## config.mk

```make
export PLATFORM = sky130hd
export DESIGN_NAME = symoff_seg_decoder
export DESIGN_NICKNAME = d
export VERILOG_FILES = /design/src/rtl/symoff_pkg.sv /design/src/rtl/symoff_offset_map.sv /design/src/rtl/symoff_thermo.sv /design/src/rtl/symoff_out_reg.sv /design/src/rtl/symoff_seg_decoder.sv
export SDC_FILE = /design/constraint.sdc
export NUM_CORES = 1
export LEC_CHECK = 0
export CORE_AREA = 2 2 69 71
export DETAILED_ROUTE_END_ITERATION = 7
export DIE_AREA = 0 0 71 73
export GPL_TIMING_DRIVEN = 0
export PLACE_DENSITY = 0.83
export SETUP_SLACK_MARGIN = 0.2
export SYNTH_ARGS = -nofsm -noshare
export SYNTH_HDL_FRONTEND = slang
export SYNTH_SLANG_ARGS = --single-unit
```

## constraint.sdc

```tcl
create_clock -name clk -period 0.97 [get_ports clk]
set_input_delay 0.291 -clock clk [delete_from_list [all_inputs] [get_ports clk]]
set_output_delay 0.291 -clock clk [all_outputs]
set_load 0.02 [all_outputs]
```

## src/rtl/symoff_pkg.sv

```systemverilog
package symoff_pkg;

    // Region of the shifted level: inside the usable range or clipped at the top
    typedef enum logic [0:0] {
        REG_NORMAL    = 1'b0,
        REG_SATURATED = 1'b1
    } level_region_e;

    localparam int DEF_SAMPLE_W    = 16;
    localparam int DEF_COARSE_BITS = 5;

endpackage

```

## src/rtl/symoff_offset_map.sv

```systemverilog
module symoff_offset_map
    import symoff_pkg::*;
#(
    parameter int SAMPLE_W = DEF_SAMPLE_W,
    parameter int FINE_W   = SAMPLE_W - DEF_COARSE_BITS
) (
    input  logic [SAMPLE_W-1:0] sample,
    output logic [SAMPLE_W-1:0] level,
    output level_region_e       region
);
    localparam int HALF_SEG = 2 ** (FINE_W - 1);

    logic [SAMPLE_W-1:0] unsigned_code;
    logic [SAMPLE_W:0]   shifted;

    always_comb begin
        // Sign flip gives offset binary; half a segment centres zero in a segment
        unsigned_code = {~sample[SAMPLE_W-1], sample[SAMPLE_W-2:0]};
        shifted       = {1'b0, unsigned_code} + (SAMPLE_W+1)'(HALF_SEG);
        if (shifted[SAMPLE_W]) begin
            region = REG_SATURATED;
            level  = '1;
        end else begin
            region = REG_NORMAL;
            level  = shifted[SAMPLE_W-1:0];
        end
    end
endmodule

```

## src/rtl/symoff_thermo.sv

```systemverilog
module symoff_thermo #(
    parameter int COARSE_BITS = 5,
    parameter int SLOTS       = 2 ** COARSE_BITS
) (
    input  logic [COARSE_BITS-1:0] count,
    output logic [SLOTS-1:0]       enables
);
    for (genvar i = 0; i < SLOTS; i++) begin : g_slot
        // Slot i is on when more than i slots are requested
        assign enables[i] = (count > COARSE_BITS'(i));
    end
endmodule

```

## src/rtl/symoff_out_reg.sv

```systemverilog
module symoff_out_reg #(
    parameter int                  SLOTS  = 32,
    parameter int                  FINE_W = 11,
    parameter logic [SLOTS-1:0]    RST_COARSE = '0,
    parameter logic [FINE_W-1:0]   RST_FINE   = '0
) (
    input  logic              clk,
    input  logic              rst_n,
    input  logic              load,
    input  logic [SLOTS-1:0]  coarse_d,
    input  logic [FINE_W-1:0] fine_d,
    output logic [SLOTS-1:0]  coarse_q,
    output logic [FINE_W-1:0] fine_q
);
    always_ff @(posedge clk or negedge rst_n) begin
        if (!rst_n) begin
            coarse_q <= RST_COARSE;
            fine_q   <= RST_FINE;
        end else if (load) begin
            coarse_q <= coarse_d;
            fine_q   <= fine_d;
        end
    end

    // no strobe, no change
    assert_hold_R2: assert property (@(posedge clk) disable iff (!rst_n)
        !load |=> ($stable(coarse_q) && $stable(fine_q)));
endmodule

```

## src/rtl/symoff_seg_decoder.sv

```systemverilog
module symoff_seg_decoder
    import symoff_pkg::*;
#(
    parameter int SAMPLE_W    = DEF_SAMPLE_W,
    parameter int COARSE_BITS = DEF_COARSE_BITS
) (
    input  logic                                 clk,
    input  logic                                 rst_n,
    input  logic                                 load,
    input  logic [SAMPLE_W-1:0]                  sample,
    output logic [(2**COARSE_BITS)-1:0]          coarse_en,
    output logic [SAMPLE_W-COARSE_BITS-1:0]      fine_bits
);
    localparam int SLOTS     = 2 ** COARSE_BITS;
    localparam int FINE_W    = SAMPLE_W - COARSE_BITS;
    localparam int HALF_SEG  = 2 ** (FINE_W - 1);
    localparam logic [SLOTS-1:0]  RST_COARSE = {{(SLOTS/2){1'b0}}, {(SLOTS/2){1'b1}}};
    localparam logic [FINE_W-1:0] RST_FINE   = FINE_W'(HALF_SEG);
    localparam logic [SAMPLE_W-1:0] SAT_START = SAMPLE_W'(2 ** (SAMPLE_W - 1) - HALF_SEG);
    localparam logic [SAMPLE_W-1:0] MOST_NEG  = {1'b1, {(SAMPLE_W-1){1'b0}}};

    logic [SAMPLE_W-1:0] level;
    level_region_e       region;
    logic [SLOTS-1:0]    coarse_d;

    symoff_offset_map #(.SAMPLE_W(SAMPLE_W), .FINE_W(FINE_W)) u_map (
        .sample (sample),
        .level  (level),
        .region (region)
    );

    symoff_thermo #(.COARSE_BITS(COARSE_BITS), .SLOTS(SLOTS)) u_thermo (
        .count   (level[SAMPLE_W-1:FINE_W]),
        .enables (coarse_d)
    );

    symoff_out_reg #(
        .SLOTS(SLOTS), .FINE_W(FINE_W),
        .RST_COARSE(RST_COARSE), .RST_FINE(RST_FINE)
    ) u_out (
        .clk      (clk),
        .rst_n    (rst_n),
        .load     (load),
        .coarse_d (coarse_d),
        .fine_d   (level[FINE_W-1:0]),
        .coarse_q (coarse_en),
        .fine_q   (fine_bits)
    );

    // Weighted output total seen at the ports
    logic [31:0] out_total;
    always_comb out_total = 32'($countones(coarse_en)) * (32'd1 << FINE_W) + 32'(fine_bits);

    // contiguous from slot 0, top slot never driven
    assert_thermo_R4: assert property (@(posedge clk) disable iff (!rst_n)
        ((coarse_en & (coarse_en + 1'b1)) == '0) && !coarse_en[SLOTS-1]);

    // positive codes in the top half-segment clip to full scale
    assert_saturate_R6: assert property (@(posedge clk) disable iff (!rst_n)
        (load && !sample[SAMPLE_W-1] && sample >= SAT_START)
        |=> (fine_bits == '1 && $countones(coarse_en) == SLOTS - 1));

    // the mapper flags exactly the clipped range
    assert_region_R6: assert property (@(posedge clk) disable iff (!rst_n)
        (region == REG_SATURATED) |-> (!sample[SAMPLE_W-1] && sample >= SAT_START));

    // stepping 0 -> -1 leaves every coarse slot alone
    assert_zero_cross_R5: assert property (@(posedge clk) disable iff (!rst_n)
        (load && $past(load) && sample == '1 && $past(sample) == '0)
        |=> $stable(coarse_en));

    // unit step in input gives unit step in weighted total
    assert_unit_step_R8: assert property (@(posedge clk) disable iff (!rst_n)
        (load && $past(load) && sample == $past(sample) + 1'b1
         && sample != MOST_NEG && $signed(sample) < $signed(SAT_START))
        |=> (out_total == $past(out_total) + 32'd1));
endmodule

```

==> metrics.md <==
| Metric | Value |
|---|---|
| Clock Skew | `0 ns` |
| WL final | `8550 um` |
| Final hold vios | `18` |
| Hold_buf cts | `0` |
| Crit Path Category | `primary input to register` |
| Clock-pin slew on the worst setup and hold paths | `0.09 ns` |
| Initial antenna violation count | `0` |
| Largest net degree at the start of global routing | `44` |
| CTS tree | `yes` |
| Syn Inst Count | `205` |
| Most used DFF post-synth | `dfrtp_1` |
| Final nets | `348` |
| Setup ws final | `-0.4350 ns` |
| Largest stage delay, worst path | `0.26 ns` |
| Number of detailed-route iterations in the first pass | `5` |
| Wire per inst | `22.32 um` |
| Post-synth EDFFs | `0` |
| Critical path required time | `1.21 ns` |
| Diodes inserted | `0` |
| Clock power share | `0.270` |
| Initial cell density of the core | `0.4361` |
| Die ar. | `5183 sq um` |
| Flops & latches, synth | `43` |
| Failing checks | `negative hold slack, negative setup slack` |
| Synth area leaders | `dfrtp_1 33%, dfstp_2 23%, nor2_1 8.5%, o2bb2ai_1 4.9%, a21oi_1 4.8%` |
| Critical path endpoint category | `register` |
| Syn avg cell area | `9.649 sq um` |
| Slew at the pin closest to its max-slew limit | `between 0.7 and 0.8 ns` |
| Worst min path class | `primary input to asynchronous set/reset pin` |
| Distinct cells, synth | `42` |
| Final antenna-violating net count | `0` |
| Worst path slowest cell | `a21oi_4` |
| Final Critical Period | `1.405 ns` |
| Residual DRC | `0` |
| P per Cell Area | `1396 nW/um^2` |
| Fill cells | `between 200 and 250` |
| Worst path most repeated cell | `buf_8` |
| RSZ-0062 raised after global routing | `true` |
| Crit path max-delay family | `compound AO/OA/AOI/OAI gates` |
| Total number of vias | `2304` |
| Status | `finished with violations` |
| Synth top area share | `0.3289` |
| Slew Viols, Final | `0` |
| HPWL Detailed | `3762 um` |
| Clock Sinks | `43` |
| Startpoint types | `primary input` |
| GRT overflow | `0` |
| # setup viols final | `85` |
| TritonCTS Buffers | `5` |
| Mapped Area | `1978 sq um` |
| CTS root buf | `clkbuf_8` |
| Net Sw Frac | `0.3277` |
| Sequential power share | `0.394` |
| Vias in the first global route | `2095` |
| Static leakage | `1.696 nW` |
| First-pass GRT wire length | `10680 um` |
| Critical path, cell by cell | `buf_8 -> ha_4 -> buf_8 -> and4_4 -> a21oi_4 -> buf_6 -> nand4_1 -> o2bb2ai_2` |
| Final instance area | `between 3000 and 4000 sq um` |
| Ratio of cells with drive above 1 in the final layout | `0.6900` |
| I/O Pins | `62` |
| Max Fclk | `between 0.7 and 0.8 GHz` |
| Max VDD drop | `1189 uV` |
| Placer Congestion | `0.9066` |
| Sequential cell area fraction in the yosys report | `0.5547` |
| Placed cell area | `2730 sq um` |
| Int Pwr | `3.664 mW` |
| Worst Hold Slack | `-0.009878 ns` |
| Max-Cap Viols | `0` |
| Max Root-Sink Buffers | `2` |
| Setup TNS | `-24.06 ns` |
| Sw power | `1.786 mW` |
| P&R area growth vs syn | `97.28%` |
| Row cnt | `25` |
| H-tree levels | `2` |
| Warnings from Yosys | `0` |
| Crit-path max FO | `7` |
| All-Layer GR Usage | `0.2694` |
| Die X-Extent | `71 um` |
| Core area | `roughly 4500 sq um` |
| Post-route clock period utilization | `1.448` |
| Syn nets | `225` |
| Clk Latency, worst-skew pair | `between 0.3 and 0.4 ns` |
| Vias per inst | `6.016` |
| Largest area contributor in the netlist | `dfrtp_1` |
| Worst slew margin | `0.5006` |
| Drt initial violations | `181` |
| Worst EP arrival | `1.65 ns` |
| Async SR Flop Fraction | `1.000` |
| CP bufs+invs | `3` |
| DIE HEIGHT | `~73 um` |
| Combinational Power Share | `0.337` |
| # port buffers | `60` |
state kept, by name (all words and copies together), names as in the netlist:
signal / cells
u_out.fine_q: 11
u_out.coarse_q: 32
logic make-up after synthesis:
kind of cell,after synthesis,synth area share
AO/OA/AOI/OAI,62,0.2144
XOR/XNOR,2,0.008857
adder cells (fa/ha/maj),1,0.006324
buffers and inverters,26,0.05881
flip-flops,43,0.5547
AND/OR/NAND/NOR,71,0.1569
worst paths after layout:
check	slack, ns	startpoint	end	depth (start not counted)
min in group clk	0.43	sample[10]	u_out.fine_q[10]	4
worst max register to register	0	u_out.coarse_q[15]	u_out.coarse_q[15]	3
worst min register to register	0.53	u_out.coarse_q[18]	u_out.coarse_q[18]	1
worst min-delay path	-0.01	rst_n	u_out.fine_q[8]	1
max in group asynchronous	0.60	rst_n	u_out.coarse_q[1]	1
worst max-delay path	-0.43	sample[10]	u_out.coarse_q[29]	8
what timing repair did:
action	in CTS	in global routing
resized for setup	359	67
setup buffers	33	20
endpoints found under the setup margin	85	111
gates cloned	3	0
pin swaps	32	28
per-stage QoR:
stage	hold WS [ns]	setup slack, ns	std cells	utilization	power (mW)
floorplan	-0.004591	-0.4614	205	-	2.706
global placement	0.4596	-1.475	319	0.6030	3.233
detailed placement	0.4713	-1.478	319	0.6019	3.252
CTS	0.1528	-0.4725	363	0.7570	5.025
global route	0.03077	-0.4688	383	0.8604	5.607
finish	-0.009878	-0.4350	383	0.8604	5.450
metal layers:
layer	GRT usage	wire length (um)	vias up
li1	-	-	962
met1	0.3345	3225	1161
met2	0.4694	4357	148
met3	0.04834	570	33
met4	0.1048	396	0
met5	0	0	-
synthesized netlist by cell type (all sizes together), types with 2 or more instances:
| cell | number |
|---|---|
| a21oi | 19 |
| a311oi | 3 |
| a31oi | 6 |
| and2 | 2 |
| buf | 6 |
| clkbuf | 7 |
| dfrtp | 26 |
| dfstp | 17 |
| inv | 12 |
| nand2 | 9 |
| nand3 | 2 |
| nand4 | 2 |
| nor2 | 46 |
| nor2b | 3 |
| nor3 | 2 |
| o21a | 4 |
| o21ai | 8 |
| o221ai | 2 |
| o22ai | 2 |
| o2bb2ai | 11 |
| o311ai | 2 |
power groups by stage:
stage	registers (mW)	logic, mW	clock network [mW]
3_5_place_dp	2.12	1.13	0
3_3_place_gp	2.12	1.12	0
6_report	2.15	1.83	1.47
5_1_grt	2.15	1.91	1.54
4_1_cts	2.12	1.49	1.41
2_1_floorplan	2.32	0.387	0
area by class of cell:
| type | instances | area (sq um) | share of cell area |
|---|---|---|---|
| Tap cell | 54 | 67.56 | 0.01731 |
| Multi-Input combinational cell | 137 | 1306 | 0.3347 |
| Clock inverter | 3 | 43.79 | 0.01122 |
| Inverter | 13 | 60.06 | 0.01539 |
| Sequential cell | 43 | 1097 | 0.2812 |
| Timing Repair Buffer | 115 | 1141 | 0.2924 |
| Buffer | 13 | 117.6 | 0.03014 |
| Clock buffer | 5 | 68.82 | 0.01763 |
cells in the final DEF, fill, tap and decap left out, types with 2 or more instances in the layout:
cell type / n
o21ai_1: 3
buf_6: 59
buf_4: 39
nand2_4: 5
dfstp_2: 17
buf_8: 8
o2bb2ai_1: 4
clkdlybuf4s50_1: 10
nor2b_4: 2
clkbuf_1: 4
a21oi_4: 2
o22ai_2: 2
clkinv_2: 2
nand4_1: 2
dfrtp_1: 26
a311oi_2: 3
inv_4: 2
clkbuf_8: 6
o21ai_2: 3
o2bb2ai_2: 6
inv_1: 8
nand2_1: 4
o21a_1: 2
a31oi_4: 4
nor2_2: 7
a21oi_2: 16
nand3_4: 2
nor2_1: 28
buf_2: 4
nor2_4: 11
(Power assumes the default switching activity.)
